<file path="src/rtl/vlc_pkg.sv">
package vlc_pkg;
    typedef enum logic [1:0] {
        ST_IDLE  = 2'd0,
        ST_GRANT = 2'd1,
        ST_FAULT = 2'd2
    } vlc_state_e;

    typedef enum logic {
        CSR_VL     = 1'b0,
        CSR_VSTART = 1'b1
    } vlc_csr_sel_e;
endpackage

</file>
<file path="src/rtl/vlc_grant.sv">
module vlc_grant #(
    parameter int XLEN = 64,
    parameter int IMMW = 12,
    parameter int VLW  = $clog2(XLEN + 1)
) (
    input  logic            rs1_is_x0,
    input  logic [XLEN-1:0] rs1_val,
    input  logic [IMMW-1:0] imm,
    output logic            oversize,
    output logic [VLW-1:0]  grant
);
    localparam int WIDE = ((XLEN > IMMW) ? XLEN : IMMW) + 2;

    logic [WIDE-1:0] req_w, alloc_w, alloc2_w, limit_w, half_w;

    always_comb begin
        req_w    = WIDE'(rs1_val);
        alloc_w  = WIDE'(imm);
        alloc2_w = alloc_w << 1;
        limit_w  = WIDE'(XLEN);
        half_w   = req_w >> 1;
        oversize = alloc_w > limit_w;
        if (rs1_is_x0)
            grant = alloc_w[VLW-1:0];
        else if (req_w > alloc2_w)
            grant = VLW'(XLEN);
        else if (req_w > alloc_w)
            grant = half_w[VLW-1:0];
        else
            grant = req_w[VLW-1:0];
    end
endmodule

</file>
<file path="src/rtl/vlc_vstart.sv">
module vlc_vstart #(
    parameter int XLEN = 64,
    parameter int VSW  = $clog2(XLEN)
) (
    input  logic           clk,
    input  logic           rst_n,
    input  logic           seq_clear,
    input  logic           seq_load,
    input  logic [VSW-1:0] seq_idx,
    input  logic           csr_wr,
    input  logic [VSW-1:0] csr_val,
    output logic [VSW-1:0] vstart
);
    always_ff @(posedge clk) begin
        if (!rst_n)
            vstart <= '0;
        else if (seq_clear)
            vstart <= '0;
        else if (seq_load)
            vstart <= seq_idx;
        else if (csr_wr)
            vstart <= csr_val;
    end

    AST_VSTART_CLEAR: assert property (@(posedge clk) disable iff (!rst_n)
        seq_clear |=> vstart == '0);
    AST_VSTART_LOAD: assert property (@(posedge clk) disable iff (!rst_n)
        (!seq_clear && seq_load) |=> vstart == $past(seq_idx));
    AST_VSTART_RANGE: assert property (@(posedge clk) disable iff (!rst_n)
        32'(vstart) < XLEN);
endmodule

</file>
<file path="src/rtl/vlc_top.sv">
module vlc_top
    import vlc_pkg::*;
#(
    parameter int XLEN = 64,
    parameter int IMMW = 12,
    parameter int VLW  = $clog2(XLEN + 1),
    parameter int VSW  = $clog2(XLEN)
) (
    input  logic            clk,
    input  logic            rst_n,
    input  logic            exec_i,
    input  logic            rs1_is_x0_i,
    input  logic [XLEN-1:0] rs1_val_i,
    input  logic [IMMW-1:0] imm_i,
    output logic [VLW-1:0]  vl_o,
    output logic [XLEN-1:0] rd_val_o,
    output logic            rd_valid_o,
    output logic            trap_o,
    input  logic            seq_clear_i,
    input  logic            seq_load_i,
    input  logic [VSW-1:0]  seq_idx_i,
    output logic [VSW-1:0]  vstart_o,
    input  logic            csr_we_i,
    input  logic            csr_sel_i,
    input  logic [XLEN-1:0] csr_wdata_i,
    output logic [XLEN-1:0] csr_rdata_o,
    output logic            csr_illegal_o
);
    localparam logic [XLEN-1:0] VL_MAX = XLEN'(XLEN);

    vlc_state_e      state_q, state_d;
    logic [VLW-1:0]  vl_q, grant;
    logic [XLEN-1:0] rd_q;
    logic            oversize, illegal_q;
    logic            vl_legal, vs_legal, vl_wr, vs_wr, illegal_d;
    vlc_csr_sel_e    sel;

    vlc_grant #(.XLEN(XLEN), .IMMW(IMMW), .VLW(VLW)) u_grant (
        .rs1_is_x0 (rs1_is_x0_i),
        .rs1_val   (rs1_val_i),
        .imm       (imm_i),
        .oversize  (oversize),
        .grant     (grant)
    );

    vlc_vstart #(.XLEN(XLEN), .VSW(VSW)) u_vstart (
        .clk       (clk),
        .rst_n     (rst_n),
        .seq_clear (seq_clear_i),
        .seq_load  (seq_load_i),
        .seq_idx   (seq_idx_i),
        .csr_wr    (vs_wr),
        .csr_val   (csr_wdata_i[VSW-1:0]),
        .vstart    (vstart_o)
    );

    always_comb begin
        sel       = vlc_csr_sel_e'(csr_sel_i);
        vl_legal  = csr_wdata_i <= VL_MAX;
        vs_legal  = csr_wdata_i < VL_MAX;
        vl_wr     = csr_we_i && (sel == CSR_VL) && vl_legal && !exec_i;
        vs_wr     = csr_we_i && (sel == CSR_VSTART) && vs_legal;
        illegal_d = csr_we_i && ((sel == CSR_VL) ? !vl_legal : !vs_legal);
    end

    // next-state logic
    always_comb begin
        state_d = ST_IDLE;
        unique case (state_q)
            ST_IDLE:  if (exec_i) state_d = oversize ? ST_FAULT : ST_GRANT;
            ST_GRANT: if (exec_i) state_d = oversize ? ST_FAULT : ST_GRANT;
            ST_FAULT: if (exec_i) state_d = oversize ? ST_FAULT : ST_GRANT;
            default:  state_d = ST_IDLE;
        endcase
    end

    // state register
    always_ff @(posedge clk) begin
        if (!rst_n) state_q <= ST_IDLE;
        else        state_q <= state_d;
    end

    // datapath registers
    always_ff @(posedge clk) begin
        if (!rst_n) begin
            vl_q      <= '0;
            rd_q      <= '0;
            illegal_q <= 1'b0;
        end else begin
            illegal_q <= illegal_d;
            if (exec_i && !oversize) begin
                vl_q <= grant;
                rd_q <= XLEN'(grant);
            end else if (vl_wr) begin
                vl_q <= csr_wdata_i[VLW-1:0];
            end
        end
    end

    // output decode
    always_comb begin
        vl_o          = vl_q;
        rd_val_o      = rd_q;
        rd_valid_o    = (state_q == ST_GRANT);
        trap_o        = (state_q == ST_FAULT);
        csr_illegal_o = illegal_q;
        csr_rdata_o   = (sel == CSR_VL) ? XLEN'(vl_q) : XLEN'(vstart_o);
    end

    AST_VL_RANGE: assert property (@(posedge clk) disable iff (!rst_n)
        32'(vl_o) <= XLEN);
    AST_TRAP_KEEPS_VL: assert property (@(posedge clk) disable iff (!rst_n)
        (exec_i && 32'(imm_i) > XLEN) |=> (trap_o && !rd_valid_o && $stable(vl_o)));
    AST_X0_GRANT: assert property (@(posedge clk) disable iff (!rst_n)
        (exec_i && rs1_is_x0_i && 32'(imm_i) <= XLEN) |=> 32'(vl_o) == 32'($past(imm_i)));
    AST_SATURATE: assert property (@(posedge clk) disable iff (!rst_n)
        (exec_i && !rs1_is_x0_i && 32'(imm_i) <= XLEN
         && rs1_val_i > (XLEN'(imm_i) << 1)) |=> 32'(vl_o) == XLEN);
    AST_RD_MATCH: assert property (@(posedge clk) disable iff (!rst_n)
        rd_valid_o |-> rd_val_o == XLEN'(vl_o));
    AST_ONE_RESULT: assert property (@(posedge clk) disable iff (!rst_n)
        !(rd_valid_o && trap_o));
    AST_ILLEGAL_PULSE: assert property (@(posedge clk) disable iff (!rst_n)
        (csr_we_i && csr_sel_i == 1'b0 && csr_wdata_i > VL_MAX && !exec_i)
        |=> (csr_illegal_o && $stable(vl_o)));
endmodule

</file>
<file path="config.mk">
export PLATFORM = sky130hd
export DESIGN_NAME = vlc_top
export DESIGN_NICKNAME = d
export VERILOG_FILES = /design/src/rtl/vlc_pkg.sv /design/src/rtl/vlc_grant.sv /design/src/rtl/vlc_vstart.sv /design/src/rtl/vlc_top.sv
export SDC_FILE = /design/constraint.sdc
export NUM_CORES = 1
export LEC_CHECK = 0
export ABC_AREA = 0
export CAP_MARGIN = 20
export CORE_AREA = 2 2 114 116
export DETAILED_ROUTE_END_ITERATION = 10
export DIE_AREA = 0 0 116 118
export DONT_BUFFER_PORTS = 1
export HOLD_SLACK_MARGIN = 0.1
export PLACE_DENSITY = 0.42
export SKIP_CTS_REPAIR_TIMING = 1
export SYNTH_ARGS = -nofsm -noshare
export SYNTH_HDL_FRONTEND = slang
export SYNTH_SLANG_ARGS = --single-unit
</file>
<file path="constraint.sdc">
create_clock -name clk -period 5.6 [get_ports clk]
set_input_delay 0.84 -clock clk [delete_from_list [all_inputs] [get_ports clk]]
set_output_delay 0.84 -clock clk [all_outputs]
set_load 0.03 [all_outputs]
</file>
==> results of run 1 <==
-- sequential cells by signal, summed over array words and instances, names as in the netlist --
name	count
u_vstart.vstart	6
csr_illegal_o	1
vl_o	7
rd_val_o	7
state_q	2
-- report_power, final --
part	total (mW)	internal (mW)	switching, mW	leakage [nW]
registers	0.174	0.167	0.00769	0.187
clock network	0.155	0.0960	0.0589	0.0409
logic	0.164	0.0264	0.137	1.02
-- metal layers --
metal	GRT usage (%)	vias to the layer above	wire, um
li1	-	1122	-
met4	1.79	0	30
met1	13.5	1053	3440
met2	24.7	174	5050
met5	0	-	0
met3	2.06	2	806
-- layout make-up --
type	instances	area [um2]	share of cell area [%]
clock buffer	3	75.1	2.71
clock inverter	1	5.00	0.181
inverter	20	75.1	2.71
multi-input combinational	320	1940	70.0
sequential	23	460	16.6
tap	172	215	7.77
-- worst register-to-register path, stage by stage, from the launching register on --
cell,delay [ns]
dfxtp_1,0.43
nand3_1,0.11
o21ai_0,0.11
a221o_1,0.36
-- layout by cell type, fill, tap and decap left out, types with 2 or more instances in the layout --
cell type  instances
conb_1           114
nor4_1            32
nor2_1            25
ha_1              24
dfxtp_1           23
inv_1             20
nand4_1           13
a221o_1           12
nand3_1           11
o21ai_0           11
a21oi_1           11
a211oi_1           9
nand2_1            8
mux2i_1            8
mux2_2             6
nor2b_1            4
nor3_1             3
and2_1             3
clkbuf_16          3
a31oi_1            2
and3_1             2
nand3b_1           2
o211ai_1           2
-- final timing paths --
kind	startpoint	cells past startpoint	slack, ns	to
worst max-delay path	rs1_val_i[14]	7	2.78	rd_val_o[4]
worst min-delay path	state_q[0]	3	0.56	state_q[1]
worst max register to register	vl_o[0]	3	4.47	vl_o[0]
worst min register to register	state_q[0]	3	0.56	state_q[1]
-- per-stage QoR --
| step | std cells | hold WS, ns | util (%) | worst slack [ns] |
|---|---|---|---|---|
| floorplan | 485 | 0.530 | - | 2.67 |
| global placement | 535 | 0.556 | 21.7 | 2.54 |
| detailed placement | 535 | 0.555 | 21.7 | 2.44 |
| CTS | 539 | 0.569 | 22.3 | 2.70 |
| global route | 539 | 0.617 | 22.3 | 2.55 |
| finish | 539 | 0.564 | 22.3 | 2.78 |
-- cell families after synthesis --
family | Yosys count | synth area share [%]
AND/OR/NAND/NOR | 113 | 21.8
AO/OA/AOI/OAI | 55 | 14.5
multiplexers | 14 | 5.03
buffers and inverters | 142 | 32.7
adder cells (fa/ha/maj) | 24 | 10.2
flip-flops | 23 | 15.7
other | 1 | 0.128
==> out/qor.log, run 1 <==
qor: yosys.post_synth.cell_area_avg 7.90 um2
qor: critical_path.worstPathRequired 5.75 ns
qor: yosys.number_of_enable_flip_flop_cells_after_synthesis 0
qor: clock_network.clock_tree_from_tritoncts yes
qor: routing.routed_wire_length 9320 um
qor: yosys.post-synth-top-area-fraction 29.1%
qor: cells_and_area.num-fill-cells 1404
qor: critical_path.critical_path.cell_chain or4_4 -> or2_4 -> a211o_1 -> a32oi_4 -> mux2i_1 -> nor2_1 -> a221o_1
qor: critical_path.cpLargestDelayFamily compound AO/OA/AOI/OAI gates
qor: yosys.synthFlopType dfxtp_1
qor: global_route.globalRouteTotalUtil 12.4%
qor: floorplanning.initial_utilization 23.7%
qor: cells_and_area.final_layout_size_suffix_gt1_share 4.90%
qor: yosys.syn_inst 372
qor: yosys.synthTopCellsByArea buf_4 29%, dfxtp_1 16%, ha_1 10%, nor4_1 6.8%, a221o_1 4.1%
qor: yosys.async_flop_share 0%
qor: global_route.grt-ovfl-total 0
qor: floorplanning.core_region_area 12400 um2
qor: yosys.post-synth-top-count-cell buf_4
qor: run.maxCapViolations 0
qor: cells_and_area.final_area 2770 um2
qor: place.place_area 2690 um2
qor: timing.tightest_slew 0.630 ns
qor: timing.max-slew-margin-rel 57.6%
qor: place.gp_congestion 0.815
qor: floorplanning.die_width 116 um
qor: timing.rsz0062_at_grt false
qor: pwr.leakage 1.24 nW
qor: yosys.synthesis.yosys.warnings 0
qor: routing.drt_iter0_drc 90
qor: critical_path.path_max_fanout 6
qor: clock_network.clk_pin_slew 0.06 ns
qor: yosys.cell_type_with_the_largest_total_area_after_synthesis buf_4
qor: cells_and_area.antennaDiodeCount 0
qor: floorplanning.die-area 13700 um2
qor: clock_network.clock_path_buffers 2
qor: place.detailedPlacementHpwl 8400 um
qor: clock_network.htree_num_levels 1
qor: pwr.total_power 0.493 mW
qor: clock_network.clk_root_buffer_cell clkbuf_16
qor: floorplanning.ios 298
qor: routing.detail_route.wl_per_cell 17.3 um
qor: cells_and_area.layout.nets 546
qor: routing.antenna_left 0
qor: timing.final.setup_skew 0.0000367 ns
qor: floorplanning.std_cell_rows 41
qor: critical_path.cp_slowest_cell or4_4
qor: timing.setup-violations-final 0
qor: cells_and_area.area_growth -5.66%
qor: routing.first_pass_iters 4
qor: routing.detailroute.via_count 2351
qor: critical_path.cp-end-kind register
qor: critical_path.startpoint_type input pin
qor: place.port_buffers 0
qor: routing.detail_route.drc_violations 0
qor: timing.post-route-period-util 50.4%
qor: yosys.synth.yosys.seq_area_share 15.7%
qor: critical_path.path_buf_inv 0
qor: hold_path.hold_path.class register to register
qor: timing.final_max_slew_viol_count 0
qor: pwr.ir_drop 75.6 uV
qor: global_route.first_global_vias 2222
qor: floorplanning.die_height 118 um
qor: yosys.synth.cell_area 2940 um2
qor: clock_network.cts-buffers-inserted 3
qor: pwr.p_per_area 178 nW/um2
qor: global_route.grt_first_pass_wirelength 12700 um
qor: critical_path.worst_path_largest_cell_delay 0.54 ns
qor: global_route.grt_antenna_before_repair 0
qor: yosys.ys_top_cells_by_count 114 x buf_4, 32 x nor4_1, 25 x nor2_1
qor: routing.vias_per_cell 4.36
qor: yosys.synth.distinct_cells 43
qor: timing.finalWorstPathRequiredPeriod 2.82 ns
qor: status.run_status complete, no violations
qor: timing.post_route_setup_tns 0 ns
qor: critical_path.category_of_the_critical_setup_timing_path input pin to register
qor: global_route.grt_max_degree 15
qor: timing.hold_violations 0
qor: clock_network.clock_insertion_delay_worst_skew 0.25 ns
qor: yosys.register_bit_total_from_synthesis 23
qor: critical_path.cp.arrival 2.97 ns
qor: clock_network.numClockSinks 23
qor: timing.fmax 355 MHz
Note: power is estimated with default switching activity, not from simulation.
==> inputs of run 2 (changes only) <==
==> constraint.sdc (replaced) <==
create_clock -name clk -period 2.9 [get_ports clk]
set_input_delay 0.435 -clock clk [delete_from_list [all_inputs] [get_ports clk]]
set_output_delay 0.435 -clock clk [all_outputs]
set_load 0.03 [all_outputs]
==> run 2 against run 1 <==
  * Power is 93% higher
  * Worst hold slack worse by 0.31 ns
  * Clock skew hardly changed
  * Die area stayed put
  * Flip-flop and latch count stayed put
  * Sequential share of layout area is 0.089 points lower
  * Critical path type unchanged
==> out/qor.log, run 2 (synthesis results as in run 1) <==
qor: timing.post-route-period-util 83.5%
qor: timing.rsz0062_at_grt false
qor: global_route.first_global_vias 2269
qor: floorplanning.die_width 116 um
qor: timing.tightest_slew 0.606 ns
qor: clock_network.clk_pin_slew 0.06 ns
qor: clock_network.clock_insertion_delay_worst_skew 0.25 ns
qor: floorplanning.std_cell_rows 41
qor: floorplanning.initial_utilization 23.7%
qor: critical_path.cp.arrival 2.56 ns
qor: routing.detail_route.wl_per_cell 17.1 um
qor: place.port_buffers 0
qor: hold_path.hold_path.class input pin to register
qor: routing.detail_route.drc_violations 0
qor: timing.fmax 413 MHz
qor: critical_path.category_of_the_critical_setup_timing_path input pin to register
qor: routing.first_pass_iters 5
qor: global_route.globalRouteTotalUtil 12.5%
qor: clock_network.clock_tree_from_tritoncts yes
qor: floorplanning.die_height 118 um
qor: clock_network.htree_num_levels 1
qor: cells_and_area.final_cell_mix 114 x conb_1, 32 x nor4_1, 25 x nor2_1
qor: global_route.grt_first_pass_wirelength 13000 um
qor: clock_network.clk_root_buffer_cell clkbuf_16
qor: clock_network.numClockSinks 23
qor: critical_path.cp-end-kind register
qor: routing.detailroute.via_count 2415
qor: cells_and_area.layout.cells.most_common conb_1
qor: global_route.grt_max_degree 15
qor: cells_and_area.final_layout_size_suffix_gt1_share 5.42%
qor: timing.hold_violations 0
qor: timing.finalWorstPathRequiredPeriod 2.42 ns
qor: cells_and_area.area_growth -5.15%
qor: cells_and_area.layout.nets 548
qor: timing.final_max_slew_viol_count 0
qor: global_route.grt-ovfl-total 0
qor: pwr.ir_drop 156 uV
qor: floorplanning.core_region_area 12400 um2
qor: timing.max-slew-margin-rel 59.5%
qor: critical_path.critical_path.cell_chain or4_4 -> or2_4 -> a211o_1 -> a32oi_4 -> mux2i_1 -> nor2_1 -> a221o_1
qor: clock_network.clock_path_buffers 2
qor: cells_and_area.antennaDiodeCount 0
qor: cells_and_area.finalNonFillerCells 541
qor: pwr.total_power 0.949 mW
qor: floorplanning.ios 298
qor: routing.routed_wire_length 9260 um
qor: critical_path.cp_slowest_cell or4_4
qor: place.detailedPlacementHpwl 8390 um
qor: critical_path.worst_path_largest_cell_delay 0.54 ns
qor: critical_path.cpLargestDelayFamily compound AO/OA/AOI/OAI gates
qor: routing.vias_per_cell 4.46
qor: run.maxCapViolations 0
qor: critical_path.worstPathRequired 3.04 ns
qor: critical_path.path_max_fanout 6
qor: global_route.grt_antenna_before_repair 0
qor: critical_path.startpoint_type input pin
qor: pwr.leakage 1.26 nW
qor: place.gp_congestion 0.785
qor: floorplanning.die-area 13700 um2
qor: clock_network.cts-buffers-inserted 3
qor: pwr.p_per_area 341 nW/um2
qor: routing.antenna_left 0
qor: routing.drt_iter0_drc 86
qor: critical_path.path_buf_inv 0
qor: timing.post_route_setup_tns 0 ns
qor: timing.setup-violations-final 0
qor: timing.final.setup_skew 0.0000352 ns
qor: status.run_status complete, no violations
qor: place.post-place-cells 537
run 2: cell types whose count changed in the layout (fill, tap and decap cells not counted), sizes merged:
cell	change
buf	+2
run 2: cell type report:
cell class / instances / area (um2)
Inverter: 20 / 75.1
Timing Repair Buffer: 2 / 15.0
Fill cell: 1410 / 9630
Multi-Input combinational cell: 320 / 1940
Clock inverter: 1 / 5.00
Sequential cell: 23 / 460
Tap cell: 172 / 215
Clock buffer: 3 / 75.1
run 2: final timing paths:
path                                    start    endpoint  slack [ns]  depth (start not counted)
worst min-delay path                imm_i[11]  state_q[0]        0.25                          1
worst min register to register     state_q[0]  state_q[1]        0.60                          3
worst max register to register        vl_o[0]     vl_o[0]        1.75                          3
worst max-delay path            rs1_val_i[14]     vl_o[1]        0.48                          7
run 2: per-stage QoR:
| stage | worst slack [ns] | area, um2 | hold slack, ns | util, % |
|---|---|---|---|---|
| floorplan | 0.378 | 3360 | 0.513 | - |
| global placement | 0.242 | 2710 | 0.517 | 21.8 |
| detailed placement | 0.218 | 2710 | 0.519 | 21.8 |
| CTS | 0.493 | 2790 | 0.242 | 22.4 |
| global route | 0.360 | 2790 | 0.250 | 22.4 |
| finish | 0.477 | 2790 | 0.252 | 22.4 |
run 2: worst register-to-register path: stages, from the launching register on:
cell and delay [ns]:
dfxtp_1 0.45, nand3_1 0.12, o21ai_0 0.12, a221o_1 0.36
run 2: where the power goes:
part | internal, mW | total [mW] | switching, mW
Clock | 0.185 | 0.297 | 0.112
Combinational | 0.0511 | 0.315 | 0.264
Sequential | 0.322 | 0.337 | 0.0150
run 2: metal layers:
metal	vias up	track usage (%)	wire length, um
met1	1098	13.5	3320
met4	0	2.08	54
met3	4	2.42	852
met5	-	0	0
met2	189	24.6	5030
li1	1124	-	-
